===== src/rtl/car_pkg.sv =====
package car_pkg;
  localparam int unsigned CAR_PORTS = 4;
  localparam int unsigned CAR_SELW  = $clog2(CAR_PORTS);

  typedef enum logic [CAR_SELW-1:0] {
    SRC_GBUF  = 2'd0,
    SRC_NORTH = 2'd1,
    SRC_SOUTH = 2'd2,
    SRC_HORIZ = 2'd3
  } src_sel_e;

  typedef enum logic [CAR_SELW-1:0] {
    DST_PE    = 2'd0,
    DST_NORTH = 2'd1,
    DST_SOUTH = 2'd2,
    DST_HORIZ = 2'd3
  } dst_sel_e;
endpackage


===== src/rtl/car_sel_decode.sv =====
module car_sel_decode #(
  parameter int unsigned N  = 4,
  localparam int unsigned SW = $clog2(N)
) (
  input  logic [SW-1:0] code,
  output logic [N-1:0]  hot
);
  for (genvar g = 0; g < N; g++) begin : g_hot
    assign hot[g] = (code == SW'(g));
  end
endmodule


===== src/rtl/car_chan_steer.sv =====
module car_chan_steer #(
  parameter int unsigned N = 4,
  parameter int unsigned W = 4
) (
  input  logic [N-1:0]   src_hot,
  input  logic [N-1:0]   dst_hot,
  input  logic [N*W-1:0] in_bits,
  input  logic [N-1:0]   in_valid,
  output logic [N-1:0]   in_ready,
  output logic [N*W-1:0] out_bits,
  output logic [N-1:0]   out_valid,
  input  logic [N-1:0]   out_ready
);
  logic [W-1:0] pick_bits;
  logic         pick_valid;
  logic         pick_ready;

  // AND-OR multiplexers: the forward path follows src, the return path follows dst
  always_comb begin
    pick_bits  = '0;
    pick_valid = 1'b0;
    pick_ready = 1'b0;
    for (int i = 0; i < N; i++) begin
      pick_bits  = pick_bits  | (in_bits[i*W +: W] & {W{src_hot[i]}});
      pick_valid = pick_valid | (in_valid[i] & src_hot[i]);
      pick_ready = pick_ready | (out_ready[i] & dst_hot[i]);
    end
  end

  for (genvar g = 0; g < N; g++) begin : g_port
    assign out_valid[g]        = dst_hot[g] & pick_valid;
    assign out_bits[g*W +: W]  = dst_hot[g] ? pick_bits : '0;
    assign in_ready[g]         = src_hot[g] & pick_ready;
  end

  always_comb begin
    assert_one_egress_valid_R6: assert ($onehot0(out_valid));
    assert_one_ingress_ready_R5: assert ($onehot0(in_ready));
    assert_valid_has_source_R3: assert (!(|out_valid) || (|(in_valid & src_hot)));
    assert_ready_has_sink_R4: assert (!(|in_ready) || (|(out_ready & dst_hot)));
  end
endmodule


===== src/rtl/act_stream_router.sv =====
module act_stream_router
  import car_pkg::*;
#(
  parameter int unsigned ADR_W = 4,
  parameter int unsigned DAT_W = 12
) (
  input  logic [CAR_SELW-1:0]        src_sel,
  input  logic [CAR_SELW-1:0]        dst_sel,
  input  logic [CAR_PORTS*ADR_W-1:0] in_adr_bits,
  input  logic [CAR_PORTS-1:0]       in_adr_valid,
  output logic [CAR_PORTS-1:0]       in_adr_ready,
  input  logic [CAR_PORTS*DAT_W-1:0] in_dat_bits,
  input  logic [CAR_PORTS-1:0]       in_dat_valid,
  output logic [CAR_PORTS-1:0]       in_dat_ready,
  output logic [CAR_PORTS*ADR_W-1:0] out_adr_bits,
  output logic [CAR_PORTS-1:0]       out_adr_valid,
  input  logic [CAR_PORTS-1:0]       out_adr_ready,
  output logic [CAR_PORTS*DAT_W-1:0] out_dat_bits,
  output logic [CAR_PORTS-1:0]       out_dat_valid,
  input  logic [CAR_PORTS-1:0]       out_dat_ready
);
  logic [CAR_PORTS-1:0] src_hot;
  logic [CAR_PORTS-1:0] dst_hot;

  // one decode per direction, shared by both channels
  car_sel_decode #(.N(CAR_PORTS)) u_src_dec (.code(src_sel), .hot(src_hot));
  car_sel_decode #(.N(CAR_PORTS)) u_dst_dec (.code(dst_sel), .hot(dst_hot));

  car_chan_steer #(.N(CAR_PORTS), .W(ADR_W)) u_adr (
    .src_hot  (src_hot),
    .dst_hot  (dst_hot),
    .in_bits  (in_adr_bits),
    .in_valid (in_adr_valid),
    .in_ready (in_adr_ready),
    .out_bits (out_adr_bits),
    .out_valid(out_adr_valid),
    .out_ready(out_adr_ready)
  );

  car_chan_steer #(.N(CAR_PORTS), .W(DAT_W)) u_dat (
    .src_hot  (src_hot),
    .dst_hot  (dst_hot),
    .in_bits  (in_dat_bits),
    .in_valid (in_dat_valid),
    .in_ready (in_dat_ready),
    .out_bits (out_dat_bits),
    .out_valid(out_dat_valid),
    .out_ready(out_dat_ready)
  );

  always_comb begin
    assert_adr_egress_tracks_code_R2: assert (!(|out_adr_valid) || out_adr_valid[dst_sel]);
    assert_dat_ingress_tracks_code_R1: assert (!(|in_dat_ready) || in_dat_ready[src_sel]);
    assert_adr_fwd_bits_R3: assert (!out_adr_valid[dst_sel] ||
      (out_adr_bits[dst_sel*ADR_W +: ADR_W] == in_adr_bits[src_sel*ADR_W +: ADR_W]));
  end
endmodule


===== config.mk =====
export PLATFORM = sky130hd
export DESIGN_NAME = act_stream_router
export DESIGN_NICKNAME = d
export VERILOG_FILES = /design/src/rtl/car_pkg.sv /design/src/rtl/car_sel_decode.sv /design/src/rtl/car_chan_steer.sv /design/src/rtl/act_stream_router.sv
export SDC_FILE = /design/constraint.sdc
export NUM_CORES = 1
export LEC_CHECK = 0
export ABC_AREA = 1
export ABC_CLOCK_PERIOD_IN_PS = 3100
export CAP_MARGIN = 10
export CORE_MARGIN = 2
export CORE_UTILIZATION = 27
export DETAILED_ROUTE_END_ITERATION = 8
export PLACE_DENSITY = 0.95
export SLEW_MARGIN = 20
export SYNTH_ARGS = -nofsm -noshare
export SYNTH_HDL_FRONTEND = slang
export SYNTH_SLANG_ARGS = --single-unit

===== constraint.sdc =====
create_clock -name vclk -period 3.1
set_input_delay 0.465 -clock vclk [all_inputs]
set_output_delay 0.465 -clock vclk [all_outputs]
set_load 0.02 [all_outputs]

==> impl_metrics.json <==
{
  "status": "complete, no violations",
  "antenna_found_initial": 0,
  "start_util": 0.2818,
  "final_max_slew_viol_count": 0,
  "max_slew_margin": 0.6787,
  "die_x_um": 68.62,
  "grt_usage": 0.2426,
  "syn_nets": 335,
  "finalCritPeriodShare": 0.9474,
  "overflow": 0,
  "setup_tns_ns": 0,
  "vdd_drop_max_mv": 0.09186,
  "gp_congestion": 0.7840,
  "hold_viol": 0,
  "startpoint_type": "input pin",
  "hold_path.class": "input pin to output pin",
  "drc_errors": 0,
  "grt_start_max_net_pins": 21,
  "fmax_ghz": 0.3405,
  "avgSynthCellArea_sq_um": 4.491,
  "synth_top_area_frac": 0.2897,
  "rows": 23,
  "antennaDiodeCount": 0,
  "period_minus_slack_ns": 2.937,
  "core_sq_um": 4000,
  "synth.most_common_cell": "nor2_1",
  "crit_fanout": 19,
  "place_inst": 462,
  "cp_data_required_time_ns": 2.63,
  "wire_per_inst_um": 13.85,
  "yosys_warnings": 0,
  "cap_violations": 0,
  "n_sequential_cell": 0,
  "nFillCells": 356,
  "numPortBuffers": 164,
  "finish.instance_area_sq_um": 2815,
  "crit_arrival_ns": 2.47,
  "power.density_nw_per_um2": 157.0,
  "worst_slack_ns": 0.1630,
  "ys_types": 12,
  "rsz0062_at_grt": "no",
  "setup_violations": 0,
  "drtIter0Drc": 98,
  "yosysSeqAreaShare": 0,
  "dieArea_sq_um": 4708,
  "cts_setup_buffers": 0,
  "instances_no_fill": 462,
  "cellLeakagePower_nw": 1.214,
  "grt_pass1_wl_um": 8901,
  "startpoint": "src_sel[0]",
  "crit_path_end_kind": "output pin",
  "crit_end": "out_dat_bits[16]",
  "drive_gt1_frac": 0.07524,
  "io_pins": 164,
  "post_drt_via_cell_ratio": 4.846,
  "clock_buffers": 0,
  "regArea_sq_um": 0,
  "synthTopCellsByCount": "nor2_1 (87), nand2_1 (66), nand3_1 (60)",
  "fp.dieH_um": 68.62,
  "place_area_sq_um": 2815,
  "syn_to_final_growth_pct": 149.7,
  "synth_largest_area_cell": "nor2_1",
  "synth_area_sq_um": 1127,
  "holdBufCountCts": 0,
  "fin_nets": 498,
  "grt_pass1_vias": 1994,
  "vias": 2239,
  "worstSetupPathType": "input pin to output pin",
  "ys_top_cells_by_area": "nor2_1 (29%), nand3_1 (27%), nand2_1 (22%)",
  "timing.hold.ws_ns": 2.176,
  "syn_inst": 251,
  "cts_resized": 0,
  "ant_nets": 0,
  "pre_cts_slack_ns": 0.1774,
  "drt-total-wl_um": 6397,
  "worst_pin_slew_ns": 0.4808,
  "dp_hpwl_um": 5164,
  "firstDrtPassIters": 5
}
power breakdown:
part	internal, mW	switching, mW
combinational	0.225	0.217
clock	0	0
sequential	0	0
worst max-delay path, stage by stage:
cell and delay (ns):
clkdlybuf4s50_1 0.51, nor2_4 0.45, nand2_1 0.11, nand2_1 0.10
nor2_2 0.06, nor2_1 0.14, clkdlybuf4s50_1 0.63
worst min path at each step:
stage	from	end	slack [ns]	cells past startpoint
finish	in_dat_bits[7]	out_dat_bits[19]	2.18	6
global route	in_dat_bits[7]	out_dat_bits[19]	2.22	6
CTS	in_dat_bits[7]	out_dat_bits[19]	2.18	6
detailed placement	in_dat_bits[10]	out_dat_bits[10]	2.17	6
global placement	in_dat_bits[5]	out_dat_bits[17]	2.16	6
floorplan	in_dat_bits[10]	out_dat_bits[10]	1.27	4
cells in the final DEF (no fill, tap or decap):
master,instances
buf_4,14
nand2_1,66
nor2_2,12
nor2_4,3
inv_2,2
inv_1,3
clkinv_1,1
nor2_1,87
clkdlybuf4s50_1,164
nand3_1,60
logic make-up (layout without fill, tap and decap cells):
group         Yosys count  in the layout  share of synthesized area
simple gates          228            228                     0.8724
buf+inv                23            184                     0.1276
final cells by class:
class | count | area (sq um) | share of cell area
tap | 50 | 62.56 | 0.02222
timing repair buffer | 178 | 1747 | 0.6204
inverter | 6 | 22.52 | 0.008000
multi-input combinational | 228 | 983.4 | 0.3493
metrics by stage:
stage          total power, mW    util
5_1_grt                 0.4721  0.7038
3_3_place_gp            0.4319  0.7038
6_report                0.4421  0.7038
3_5_place_dp            0.4398  0.7038
2_1_floorplan           0.2041       -
4_1_cts                 0.4412  0.7038
layer usage:
layer  vias to the layer above  part of all wire  GRT usage
met5                         -                 0          0
met4                         0             0.016    0.04000
met3                         8              0.11    0.05032
met2                       123              0.51     0.4808
met1                       991              0.37     0.2626
li1                       1117                 -          -
Power figures use the tool's default switching activity.
